==> src/rtl/pvic_pkg.sv <==
package pvic_pkg;
  localparam int PRIO_W = 3;
  localparam int LEVELS = 1 << PRIO_W;
  localparam int ADDR_W = 6;
  localparam logic [ADDR_W-1:0] A_MASK = 6'h20;
  localparam logic [ADDR_W-1:0] A_IVR  = 6'h21;
  localparam logic [ADDR_W-1:0] A_EOI  = 6'h22;
  localparam logic [ADDR_W-1:0] A_ECLR = 6'h23;
  localparam logic [ADDR_W-1:0] A_SPUR = 6'h24;
endpackage

==> src/rtl/pvic_src_cond.sv <==
module pvic_src_cond (
  input  logic clk,
  input  logic rst,
  input  logic raw_i,
  input  logic edge_mode_i,
  input  logic pol_hi_i,
  input  logic clr_i,
  output logic pend_o
);
  logic norm;
  logic prev_q;
  logic latch_q;

  assign norm = pol_hi_i ? raw_i : ~raw_i;

  always_ff @(posedge clk) begin
    if (rst) begin
      prev_q  <= 1'b0;
      latch_q <= 1'b0;
    end else begin
      prev_q <= norm;
      if (edge_mode_i && norm && !prev_q) latch_q <= 1'b1;
      else if (clr_i)                     latch_q <= 1'b0;
    end
  end

  assign pend_o = edge_mode_i ? latch_q : norm;
endmodule

==> src/rtl/pvic_arbiter.sv <==
module pvic_arbiter
  import pvic_pkg::*;
#(
  parameter int N_SRC = 8,
  parameter int SRC_W = $clog2(N_SRC)
) (
  input  logic [N_SRC-1:0]             req_i,
  input  logic [N_SRC-1:0][PRIO_W-1:0] prio_i,
  input  logic                         floor_valid_i,
  input  logic [PRIO_W-1:0]            floor_lvl_i,
  output logic                         win_valid_o,
  output logic [SRC_W-1:0]             win_idx_o
);
  logic [PRIO_W-1:0] best;

  always_comb begin
    win_valid_o = 1'b0;
    win_idx_o   = '0;
    best        = '0;
    for (int i = 0; i < N_SRC; i++) begin
      if (req_i[i] && (!floor_valid_i || prio_i[i] > floor_lvl_i) &&
          (!win_valid_o || prio_i[i] > best)) begin
        win_valid_o = 1'b1;
        best        = prio_i[i];
        win_idx_o   = SRC_W'(i);
      end
    end
  end
endmodule

==> src/rtl/pvic_level_stack.sv <==
module pvic_level_stack
  import pvic_pkg::*;
(
  input  logic              clk,
  input  logic              rst,
  input  logic              push_i,
  input  logic [PRIO_W-1:0] push_lvl_i,
  input  logic              pop_i,
  output logic              top_valid_o,
  output logic [PRIO_W-1:0] top_lvl_o
);
  logic [LEVELS-1:0] active_q;
  logic [LEVELS-1:0] active_d;

  always_comb begin
    top_valid_o = 1'b0;
    top_lvl_o   = '0;
    for (int l = 0; l < LEVELS; l++) begin
      if (active_q[l]) begin
        top_valid_o = 1'b1;
        top_lvl_o   = PRIO_W'(l);
      end
    end
  end

  always_comb begin
    active_d = active_q;
    if (pop_i && top_valid_o) active_d[top_lvl_o] = 1'b0;
    if (push_i)               active_d[push_lvl_i] = 1'b1;
  end

  always_ff @(posedge clk) begin
    if (rst) active_q <= '0;
    else     active_q <= active_d;
  end


  eoi_empty_chk: assert property (@(posedge clk) disable iff (rst)
    (pop_i && !push_i && !top_valid_o) |=> !top_valid_o);
endmodule

==> src/rtl/pvic_top.sv <==
module pvic_top
  import pvic_pkg::*;
#(
  parameter int N_INT  = 6,
  parameter int N_EXT  = 2,
  parameter int VEC_W  = 16,
  parameter int DATA_W = 16
) (
  input  logic              clk,
  input  logic              rst,
  input  logic [N_INT-1:0]  per_irq_i,
  input  logic [N_EXT-1:0]  ext_irq_i,
  input  logic              fiq_i,
  input  logic              bus_wr_i,
  input  logic              bus_rd_i,
  input  logic [ADDR_W-1:0] bus_addr_i,
  input  logic [DATA_W-1:0] bus_wdata_i,
  output logic [DATA_W-1:0] bus_rdata_o,
  output logic              irq_o,
  output logic              fiq_o
);
  localparam int N_SRC = N_INT + N_EXT;
  localparam int SRC_W = $clog2(N_SRC);

  logic [N_SRC-1:0][PRIO_W-1:0] prio_q;
  logic [N_SRC-1:0]             edge_q;
  logic [N_EXT-1:0]             pol_q;
  logic [N_SRC-1:0]             mask_q;
  logic [VEC_W-1:0]             spur_q;
  logic [VEC_W-1:0]             vec_mem [N_SRC];
  logic                         irq_q, fiq_q;
  logic [DATA_W-1:0]            rdata_q;

  logic [N_SRC-1:0] raw, pend, clr;
  logic             win_valid;
  logic [SRC_W-1:0] win_idx;
  logic             top_valid;
  logic [PRIO_W-1:0] top_lvl;
  logic [SRC_W-1:0] sel_idx;
  logic cfg_hit, vec_we, mask_we, spur_we, eclr_we, rd_ivr, eoi_we, stack_push;

  assign raw     = {ext_irq_i, per_irq_i};
  assign sel_idx = bus_addr_i[SRC_W-1:0];
  assign cfg_hit = bus_wr_i && bus_addr_i[ADDR_W-1:4] == '0 && int'(bus_addr_i[3:0]) < N_SRC;
  assign vec_we  = bus_wr_i && bus_addr_i[ADDR_W-1:4] == 2'b01 && int'(bus_addr_i[3:0]) < N_SRC;
  assign mask_we = bus_wr_i && bus_addr_i == A_MASK;
  assign spur_we = bus_wr_i && bus_addr_i == A_SPUR;
  assign eclr_we = bus_wr_i && bus_addr_i == A_ECLR;
  assign eoi_we  = bus_wr_i && bus_addr_i == A_EOI;
  assign rd_ivr  = bus_rd_i && bus_addr_i == A_IVR;
  assign stack_push = rd_ivr && win_valid;

  always_comb begin
    clr = eclr_we ? bus_wdata_i[N_SRC-1:0] : '0;
    if (stack_push) clr[win_idx] = 1'b1;
  end

  for (genvar g = 0; g < N_SRC; g++) begin : g_src
    logic pol_hi;
    if (g >= N_INT) begin : g_ext
      assign pol_hi = pol_q[g-N_INT];
    end else begin : g_int
      assign pol_hi = 1'b1;
    end
    pvic_src_cond u_cond (
      .clk(clk), .rst(rst), .raw_i(raw[g]), .edge_mode_i(edge_q[g]),
      .pol_hi_i(pol_hi), .clr_i(clr[g]), .pend_o(pend[g])
    );
  end

  pvic_arbiter #(.N_SRC(N_SRC), .SRC_W(SRC_W)) u_arb (
    .req_i(pend & mask_q), .prio_i(prio_q), .floor_valid_i(top_valid),
    .floor_lvl_i(top_lvl), .win_valid_o(win_valid), .win_idx_o(win_idx)
  );

  pvic_level_stack u_stack (
    .clk(clk), .rst(rst), .push_i(stack_push), .push_lvl_i(prio_q[win_idx]),
    .pop_i(eoi_we), .top_valid_o(top_valid), .top_lvl_o(top_lvl)
  );

  always_ff @(posedge clk) begin
    if (vec_we) vec_mem[sel_idx] <= bus_wdata_i[VEC_W-1:0];
  end

  always_ff @(posedge clk) begin
    if (rst) begin
      prio_q  <= '0;
      edge_q  <= '0;
      pol_q   <= '1;
      mask_q  <= '0;
      spur_q  <= '0;
      irq_q   <= 1'b0;
      fiq_q   <= 1'b0;
      rdata_q <= '0;
    end else begin
      irq_q <= win_valid;
      fiq_q <= fiq_i;
      if (rd_ivr) rdata_q <= win_valid ? DATA_W'(vec_mem[win_idx]) : DATA_W'(spur_q);
      if (cfg_hit) begin
        prio_q[sel_idx] <= bus_wdata_i[PRIO_W-1:0];
        edge_q[sel_idx] <= bus_wdata_i[PRIO_W];
      end
      for (int j = 0; j < N_EXT; j++)
        if (cfg_hit && int'(sel_idx) == N_INT + j) pol_q[j] <= bus_wdata_i[PRIO_W+1];
      if (mask_we) mask_q <= bus_wdata_i[N_SRC-1:0];
      if (spur_we) spur_q <= bus_wdata_i[VEC_W-1:0];
    end
  end

  assign irq_o       = irq_q;
  assign fiq_o       = fiq_q;
  assign bus_rdata_o = rdata_q;


  fiq_follow_chk: assert property (@(posedge clk) disable iff (rst)
    !rst |=> fiq_o == $past(fiq_i));

  grant_enabled_chk: assert property (@(posedge clk) disable iff (rst)
    win_valid |-> (mask_q[win_idx] && pend[win_idx]));

  push_above_chk: assert property (@(posedge clk) disable iff (rst)
    stack_push |-> (!top_valid || prio_q[win_idx] > top_lvl));

  spurious_vec_chk: assert property (@(posedge clk) disable iff (rst)
    (rd_ivr && !win_valid) |=> bus_rdata_o == DATA_W'($past(spur_q)));
endmodule

==> config.mk <==
export PLATFORM = sky130hd
export DESIGN_NAME = pvic_top
export DESIGN_NICKNAME = d
export VERILOG_FILES = /design/src/rtl/pvic_pkg.sv /design/src/rtl/pvic_src_cond.sv /design/src/rtl/pvic_arbiter.sv /design/src/rtl/pvic_level_stack.sv /design/src/rtl/pvic_top.sv
export SDC_FILE = /design/constraint.sdc
export NUM_CORES = 1
export LEC_CHECK = 0
export BUFFER_PORTS_ARGS = -buffer_cell sky130_fd_sc_hd__clkbuf_2
export CORE_ASPECT_RATIO = 1.1
export CORE_MARGIN = 2
export CORE_UTILIZATION = 45
export DETAILED_ROUTE_END_ITERATION = 6
export PLACE_DENSITY_LB_ADDON = 0.15
export SYNTH_ARGS = -nofsm -noshare
export SYNTH_HDL_FRONTEND = slang
export SYNTH_SLANG_ARGS = --single-unit
==> constraint.sdc <==
create_clock -name clk -period 19.3 [get_ports clk]
set_input_delay 1.93 -clock clk [delete_from_list [all_inputs] [get_ports clk]]
set_output_delay 1.93 -clock clk [all_outputs]
set_load 0.05 [all_outputs]
# == Word level (Yosys, flattened, before mapping) ==
# Memories as Yosys holds them, arrays and structs flattened.
# Cells that the tools add are included.
# classes
n_addsub,0
n_mul,0
div_mod_pow,0
magnitude_cmp,24
n_eq_ne,8
shift,0
mux,84
bitwise,7
reduce_logical,88
# ops
cell,count
two-way mux 3 bit,17
two-way mux 1 bit,50
logical AND 1 bit,48
> comparator 3 bit,15
two-way mux 8 bit,4
"equality test 6 bit, second input constant",5
bitwise mux 24 bit,1
bitwise AND 8 bit,2
logical NOT 1 bit,16
"< comparator 3 x 4 -> 1 bit, second input constant",4
two-way mux 16 bit,1
bitwise OR 8 bit,2
nonzero test 2 bit,8
logical OR 1 bit,15
demux 1 bit (select 3 bit),4
"greater-or-equal comparator 3 x 1 -> 1 bit, second input constant",4
binary-select mux 3 bit (select 3 bit),1
demux 3 bit (select 3 bit),1
bitwise mux 8 bit,1
two-way mux 2 bit,4
NOT 8 bit,1
"< comparator 4 bit, second input constant",1
"equality test 3 x 1 -> 1 bit, second input constant",1
"equality test 3 x 2 -> 1 bit, second input constant",1
3 further kinds,4
# word_totals
ff_bits,100
latch_bits,0
ramBits,128
romBits,0
inputBits,35
out_inout_bits,18
elab_cells,245
memories,1
# mem_list
name,depth,word_bits,rd,rd_clocked_by_memory_dff,wr,line,text
vec_mem,8,16,1,0,1,pvic_top.sv:30,logic [VEC_W-1:0] vec_mem [N_SRC];

# == Logic depth before layout (Yosys ltp) ==
# Gate-level depths: netlist of the first run.
# logic_depth
depth_word,48
depth_mapped,73

# == Modules after synthesis ==
# Synthesis of the first run repeated with hierarchy kept, for this count alone.
# unflattened
cells_unflattened,967
area_unflattened_um2,11025.6
# modules_own_cells
mod,n_inst,cells_per_inst,area_per_inst_um2,seq_area_each_um2
pvic_top,1,627,8306.7,5365.1
pvic_arbiter,1,216,1637.8,0.0
pvic_src_cond,8,9,82.6,40.0
pvic_level_stack,1,52,420.4,160.2

# == Worst setup path after synthesis of the first run ==
# OpenSTA, ideal clock, no wires.
# synth_path
kind,in2reg
startpoint,input per_irq_i[0]
endpoint,register u_stack.active_q[7]
setup_time_ns,0.087
arrival_ns,11.877
required_ns,19.213
path_slack_ns,7.336
path_stages,63
cell_sequence,mux2_2 > nand2_1 > nor2_1 > nand2_1 > ha_1 > nor2b_1 > o21ai_0 > a32oi_1 > o311ai_4 > nand3_1 > o21ai_0 > inv_1 > ha_1 > a21o_1 > a21oi_1 > a31oi_1 > o21bai_1 > mux2_2 > [27 not listed] > a21oi_1 > a31oi_1 > o21a_1 > buf_6 > mux2_2 > ha_1 > inv_1 > a21o_1 > a21oi_1 > a31oi_1 > o21a_1 > buf_2 > or3_1 > buf_2 > inv_1 > a221o_1 > nand2b_1 > o31ai_1
# synth_between
elab_chain_cells,40
elab_cells_between_ends,63
classes_between,order compare: 9; mux: 28; bitwise: 2; reduce/logical: 24
# synth_rtl
item,line,text
"start, declared",pvic_top.sv:11,"input logic [N_INT-1:0] per_irq_i,"
two-way mux 1 bit (*),pvic_src_cond.sv:27,assign pend_o = edge_mode_i ? latch_q : norm;
bitwise AND 8 bit (*),pvic_top.sv:72,".req_i(pend & mask_q), .prio_i(prio_q), .floor_valid_i(top_valid),"
logical AND 1 bit (*),pvic_arbiter.sv:21,if (req_i[i] && (!floor_valid_i || prio_i[i] > floor_lvl_i) &&
two-way mux 3 bit / two-way mux 1 bit (equally long branches),pvic_arbiter.sv:21,
> comparator 3 bit / logical NOT 1 bit (equally long branches),pvic_arbiter.sv:22,(!win_valid_o || prio_i[i] > best)) begin
logical OR 1 bit,pvic_arbiter.sv:22,
logical AND 1 bit,pvic_arbiter.sv:21,
two-way mux 3 bit / two-way mux 1 bit (equally long branches),pvic_arbiter.sv:21,
[24 not listed],-,
binary-select mux 3 bit (select 3 bit),pvic_top.sv:77,".clk(clk), .rst(rst), .push_i(stack_push), .push_lvl_i(prio_q[win_idx]),"
two-way mux 3 bit (not written as such),pvic_top.sv:77,
< comparator 3 x 4 -> 1 bit (not written as such) / greater-or-equal comparator 3 x 1 -> 1 bit (equally long branches),pvic_level_stack.sv:29,if (push_i) active_d[push_lvl_i] = 1'b1;
logical AND 1 bit (not written as such),pvic_level_stack.sv:29,
two-way mux 1 bit (not written as such),pvic_level_stack.sv:29,
demux 1 bit (select 3 bit),-,
bitwise OR 8 bit (no source line),-,
two-way mux 8 bit (*),pvic_level_stack.sv:29,
"end signal, assigned",pvic_level_stack.sv:34,else active_q <= active_d;
"end, declared",pvic_level_stack.sv:12,logic [LEVELS-1:0] active_q;
# Mark *: on every way between the ends. The rest lies on a longest branch, timed or not. The select of a mux whose other input is x is not followed.
# A chain may end at the register's enable or synchronous reset.

# == Worst setup path after layout of the first run ==
# layout_path
startpoint,input per_irq_i[0]
endpoint,register u_stack.active_q[5]
# Same word-level chain as after synthesis.

==> results.md, run 1 <==
- Outcome: finished, final reports clean
- RSZ-0062 raised after global routing: no
- Wire length per cell: around 22 um
- Commonest cells after routing, fill and taps aside: edfxtp_1 (128), mux2i_1 (104), dfxtp_1 (100)
- Routed WL: roughly 28,000 um
- Synth Instances: approximately 900
- Root Buffer: clkbuf_16
- Synth async-reset ratio: 0
- Switching power total: 212.0 uW
- CP required: 19.70 ns
- Post-Syn Area: between 10,000 and 15,000 um2
- Initial antenna violation count: 2
- Clock Power Share: 0.450
- Die height: 165.5 um
- Vias in the first global route: 7,243
- Post-synth net total: 1,001
- Final Hold Viols: 0
- Die area: 24,950 um2
- IO Pins: 53
- Htree depth: 1
- Slew Limit Fails: 0
- Internal power: 779.2 uW
- Slew headroom: 0.2326
- Largest stage delay, worst path: ~0.83 ns
- CTS Hold Buffers Added: 0
- Vias per cell: roughly 5.7
- Combinational fraction of design power: 0.029
- Commonest non-fill, non-tap cell in the layout: edfxtp_1
- Crit Path Category: in2reg
- CTS max path bufs: 3
- Largest fanout on the critical path: 20
- Crit-path slowest cell: or3_1
- Syn Area/Cell: about 12 um2
- Max Cap Violations: 0
- Post-route setup TNS: 0 ns
- Post-route antenna net violation count: 0
- Starting Density: 0.4544
- Clock-pin slew of the registers on the worst-case setup and hold paths: 0.06 ns
- Yosys synthesis warning count: 0
- Hpwl dp: 17,980 um
- Pwr Density: 82.51 nW/um2
- CTS Sinks: 228
- Element type at the critical path start: input pin
- Peak VDD IR: 71.82 uV
- Share of post-route cells with drive strength above 1: 0.1650
- Primary FF master, synth: edfxtp_1
- PortBufs: 52
- Final setup skew: 0.01674 ns
- Area growth syn-to-layout: 12.63%
- R2r setup slk: 6.24 ns
- Fin nets: 1,050
- FMAX: 76.42 MHz
- GRT Util Overall: 0.2275
- Core ar.: 23,480 um2
- Distinct cells, synth: 68
- Fin worst setup slack: about 6.2 ns
- Sequential share of power: 0.521
- First-pass GRT wire length: 42,170 um
- GP Congestion: 0.9181
- Final setup fails: 0
- CTS Buf Count: 25
- Post-CTS sizing: 0
- Drt drc: 0
- P_leak: roughly 0.0042 uW
- CP Capture Type: flip-flop
- WP data arrival: around 13 ns
- Most used cell, CP: ha_1
- Slew at the pin with the worst max-slew slack: 1.151 ns
- Post-placement setup slack: around 5.8 ns
- Switching portion of total power: 0.2139
- WHS: 0.4522 ns
- Buffers & Inverters on Critical Path: 6
- Pin count of the biggest net entering global routing: 51
- Fin crit share: 0.6780
- Post-synthesis sequential element count: approximately 230
- DRT Pass-1 Iters: 5
- Post-synth EDFFs: around 130
- Die X: 150.8 um
- Initial DRC count: 530
- Top delay family on crit path: compound AO/OA/AOI/OAI gates
- DR vias: 7,411
- GRT overflow: 0
- CTS tree: built
- Final Critical Period: 13.09 ns
- Post-CTS setup buffer count: 0
- Util after Layout: 0.5118
- Hold Crit Class: reg2reg
- Clock Latency Late Sink: 0.54 ns
- Row count: 59
- Register area share after synthesis: 0.5480
[final timing paths]
kind | from | end | depth (start not counted)
max | per_irq_i[0] | u_stack.active_q[5] | 60
min | bus_rdata_o[13] | bus_rdata_o[13] | 2
max reg2reg | u_stack.active_q[2] | u_stack.active_q[5] | 65
min reg2reg | bus_rdata_o[13] | bus_rdata_o[13] | 2
[power groups by stage]
stage | clock (uW) | sequential [uW] | combinational [uW]
2_1_floorplan | 0 | 528 | 13.5
3_3_place_gp | 0 | 527 | 28.5
3_5_place_dp | 0 | 527 | 28.7
4_1_cts | 456 | 517 | 28.9
5_1_grt | 474 | 517 | 31.1
6_report | 446 | 517 | 28.7
[registers in the layout, summed over array words and instances (netlist names)]
register,flops
vec_mem,128
prio_q,24
pol_q,2
g_src.u_cond.latch_q,8
spur_q,16
bus_rdata_o,16
g_src.u_cond.prev_q,8
u_stack.active_q,8
irq_o,1
mask_q,8
edge_q,8
fiq_o,1
[cell usage after synthesis (8+ instances only)]
library cell	count	area share
ha_1	45	0.053
dfxtp_1	100	0.19
o21ai_0	26	0.012
o211ai_1	12	0.0084
clkbuf_1	28	0.0099
o211ai_2	8	0.0094
nor3_1	11	0.0052
inv_1	35	0.012
a21o_1	9	0.0063
o22ai_1	16	0.0094
a21oi_1	39	0.018
mux2_2	12	0.013
nand2_1	64	0.023
a22oi_1	18	0.013
buf_2	8	0.0038
nor2_1	66	0.023
nor2b_1	23	0.013
nand3_1	36	0.017
edfxtp_1	128	0.36
o221ai_1	12	0.0099
nand2b_1	9	0.0053
mux2i_1	104	0.098
[layer usage]
layer  track usage  routed length (um)  up-vias
met5             0                   0        -
li1              -                   -     3537
met3       0.03489                1305       66
met1        0.2858               12010     3623
met2        0.3895               13480      185
met4       0.09941                1179        0
[tightest hold or removal path: stages, from the launching register on]
cell     delay (ns)
dfxtp_1        0.31
nand2_1        0.05
a21oi_1        0.05
[cells by family (layout without fill, tap and decap cells)]
logic type,Yosys count,in the layout,synth area share
AOI/OAI and AO/OA,201,201,0.1385
DFF,228,228,0.5480
buffers and inverters,82,149,0.03367
muxes,116,116,0.1103
and+or+nand+nor,247,247,0.1151
adders and majority gates,45,45,0.05279
other,0,2,0
xor gates and xnor gates,2,2,0.001643
[final cells by class]
cell class | count | area [um2]
clock buffer | 31 | 658.1
clock inverter | 14 | 108.9
inverter | 36 | 135.1
tap | 305 | 381.6
multi-input combinational | 611 | 4497
timing repair buffer | 68 | 382.9
sequential | 228 | 5846
antenna | 2 | 5.005
fill | 2106 | 11460
[stage by stage]
stage / std cells / area, um2 / total power, uW
after floorplan: 921 / 10670 / 541.1
after global placement: 1248 / 11240 / 555.8
after detailed placement: 1248 / 11240 / 556.0
after CTS: 1293 / 12010 / 1001
after global routing: 1293 / 12010 / 1022
final: 1295 / 12010 / 991.3
Note: power is estimated with default switching activity, not from simulation.
==> run 2, diff against run 1 <==
--- a/config.mk
+++ b/config.mk
@@ -5,6 +5,7 @@
 export SDC_FILE = /design/constraint.sdc
 export NUM_CORES = 1
 export LEC_CHECK = 0
+export ABC_AREA = 1
 export BUFFER_PORTS_ARGS = -buffer_cell sky130_fd_sc_hd__clkbuf_2
 export CORE_ASPECT_RATIO = 1.1
 export CORE_MARGIN = 2
==> constraint.sdc (replaced) <==
create_clock -name clk -period 12.3 [get_ports clk]
set_input_delay 1.23 -clock clk [delete_from_list [all_inputs] [get_ports clk]]
set_output_delay 1.23 -clock clk [all_outputs]
set_load 0.05 [all_outputs]
==> run 2 against run 1 <==
Against the previous run: highest routed layer unchanged; via count increased by 17%; worst hold slack lost 0.048 ns; critical endpoint is now bus_rdata_o[1]; clock power is 69% higher.
==> results.md, run 2 <==
- Most frequent cell after synthesis: nand2_1
- Dpl cell area: about 11,000 um2
- Final setup fails: 0
- Switching portion of total power: 0.2117
- Post-synth net total: around 1,400
- Routed WL: 28,920 um
- Initial antenna violation count: 0
- CTS Buf Count: 24
- GRT overflow: 0
- Final Hold Viols: 0
- CTS Hold Buffers Added: 0
- Clock Latency Late Sink: ~0.53 ns
- GRT Util Overall: 0.2247
- Crit-path slowest cell: nor2_2
- Most flops, register: vec_mem
- Die area: 25,560 um2
- Max Cap Violations: 0
- Starting Density: 0.4599
- Clock-pin slew of the registers on the worst-case setup and hold paths: roughly 0.06 ns
- Final Critical Period: 10.67 ns
- Main area contributors after synthesis: edfxtp_1 (35%), dfxtp_1 (18%), nand2_1 (13%), ha_1 (5.2%), a21oi_1 (4.9%)
- Primary FF master, synth: edfxtp_1
- Final setup skew: 0.02124 ns
- Crit Path Category: reg2reg
- Outcome: finished, final reports clean
- Final Non-Filler Cells: 1,651
- Largest stage delay, worst path: 0.78 ns
- Post-synth EDFFs: 128
- Distinct cells, synth: 33
- Largest regs: vec_mem x128, prio_q x24
- Root Buffer: clkbuf_16
- Max reg flops: 128
- Share of post-route cells with drive strength above 1: 0.1137
- Switching power total: around 340 uW
- Internal power: between 1000 and 1500 uW
- Die X: 152.6 um
- CTS tree: built
- Worst r2r path cells: 72
- Reg area: 5846 um2
- Syn Area/Cell: between 8 and 9 um2
- Largest fanout on the critical path: 20
- Hold Path Stages: 1
- Hold Crit Class: reg2reg
- Yosys top cell by area: edfxtp_1
- CTS Sinks: 228
- FMAX: 93.70 MHz
- Row count: 59
- Post-CTS setup buffer count: 0
- Synth Area in Compound Gates: 0.1131
- Register area share after synthesis: 0.5347
- Post-synthesis sequential element count: 228
- Xor/xnor share of the synthesized area: 0.001602
- Peak VDD IR: around 110 uV
- RSZ-0062 raised after global routing: no
- Antenna cells: 0
- Slew headroom: 0.2253
- CTS max path bufs: 3
- Vias in the first global route: 8,202
- Initial DRC count: 636
- Slew at the pin with the worst max-slew slack: approximately 1.2 ns
- CP Capture Type: flip-flop
- DR vias: 8,695
- Synth cell count leaders: nand2_1 (381), edfxtp_1 (128), inv_1 (112)
- Main combinational cell family by area after synthesis: simple AND/OR/NAND/NOR gates
- Pwr Density: 132.5 nW/um2
- Adder-Cell Fraction of Synth Area: 0.05151
- Combinational fraction of design power: 0.036
- Post-Place Cells: 1,607
- Area share of the largest cell type after synthesis: 0.3516
- Fillers: 2,285
- Element type at the critical path start: flip-flop
- Post-route antenna net violation count: 0
- Die height: ~170 um
- WP data arrival: 11.12 ns
- Commonest cells after routing, fill and taps aside: nand2_1 (381), edfxtp_1 (128), inv_1 (112)
- Hpwl dp: around 19,000 um
- DRT Pass-1 Iters: 6
- Vias per cell: 5.267
- Post-Syn Area: 10,930 um2
- Synth Area in Simple Gates: 0.2317
- Yosys synthesis warning count: 0
- Synth async-reset ratio: 0
- PortBufs: 52
- Wire length per cell: 17.51 um
- R2r setup slk: roughly 1.6 ns
- Area growth syn-to-layout: 12.06%
- Clock Power Share: 0.464
- Commonest non-fill, non-tap cell in the layout: nand2_1
- Drt drc: 0
- Fin nets: 1,408
- Slew Limit Fails: 0
- Synth Instances: 1,283
- Mux cell area share after synthesis: 0
- Most used cell, CP: nand2_1
- First-pass GRT wire length: 45,710 um
- IO Pins: 53
- GP Congestion: 0.8737
- CP required: 12.75 ns
- Pin count of the biggest net entering global routing: 57
- Post-route cell area: 12,250 um2
- Fin crit share: 0.8677
- Sequential share of power: 0.500
- Util after Layout: 0.5154
- P_leak: 0.005058 uW
- Post-route setup TNS: 0 ns
- Core ar.: roughly 24,000 um2
- Htree depth: 1
- Area of the multi-input gates: 4374 um2
run 2: changes by cell type in the layout (fill, tap and decap cells not counted), moves of 12 or more:
cell	change
a21oi_1	+69
nor2_1	+29
o22ai_1	-16
mux2i_1	-104
nand3_1	+35
inv_1	+77
nor2b_1	-23
mux2_2	-12
o221ai_1	-12
a22oi_1	-18
nand2_1	+317
o21ai_0	+74
run 2: per-layer routing:
layer | track usage | routed length (um)
met1 | 0.3097 | 13280
met2 | 0.3780 | 13590
met3 | 0.02381 | 1311
met4 | 0.06441 | 737
met5 | 0 | 0
run 2: power by group through the flow:
| stage | sequential (uW) | combinational [uW] | clock [uW] |
|---|---|---|---|
| 4_1_cts | 812 | 58.6 | 762 |
| 3_5_place_dp | 829 | 58.4 | 0 |
| 6_report | 812 | 58.5 | 753 |
| 5_1_grt | 812 | 65.2 | 791 |
| 3_3_place_gp | 828 | 57.5 | 0 |
| 2_1_floorplan | 829 | 31.7 | 0 |
run 2: timing repair:
action	4_1_cts	5_1_grt
setup endpoints to repair	0	6
hold endpoints to repair	0	0
gates resized for setup	0	2
run 2: cells by family (layout without fill, tap and decap cells):
kind of cell             Yosys count  after routing
AO/OA/AOI/OAI                    237            237
XOR/XNOR                           2              2
adder cells (fa/ha/maj)           45             45
buffers and inverters            169            232
flip-flops                       228            228
AND/OR/NAND/NOR                  602            602
run 2: path summary, 6_finish.rpt:
kind                                           endpoint              startpoint
worst min-delay path            g_src[0].u_cond.latch_q  g_src[0].u_cond.prev_q
worst max register to register           bus_rdata_o[1]     u_stack.active_q[2]
worst max-delay path                     bus_rdata_o[1]     u_stack.active_q[2]
worst min register to register  g_src[0].u_cond.latch_q  g_src[0].u_cond.prev_q
run 2: worst max-delay path: cells and delay by family (launching register included):
family,cells,cell delay [ns]
AOI/OAI and AO/OA,22,2.98
adders and majority gates,8,2.54
buffers and inverters,4,0.76
DFF,1,0.32
and+or+nand+nor,38,4.00
run 2: cell type report:
cell class / count / share of cell area
repair buffers: 65 / 0.02921
inverters: 123 / 0.03789
flip-flops and latches: 228 / 0.4772
multi-input cells: 886 / 0.3571
clock buffers: 28 / 0.05188
well taps: 305 / 0.03115
clock inverters: 16 / 0.01563
run 2: through the flow:
step,hold WS (ns),setup slack (ns),power [uW]
6_report,0.4041,1.627,1624
5_1_grt,0.4228,0.2360,1668
4_1_cts,0.4023,1.399,1633
3_5_place_dp,0.4080,1.354,886.9
3_3_place_gp,0.4004,1.732,886.0
2_1_floorplan,0.3981,3.651,860.6
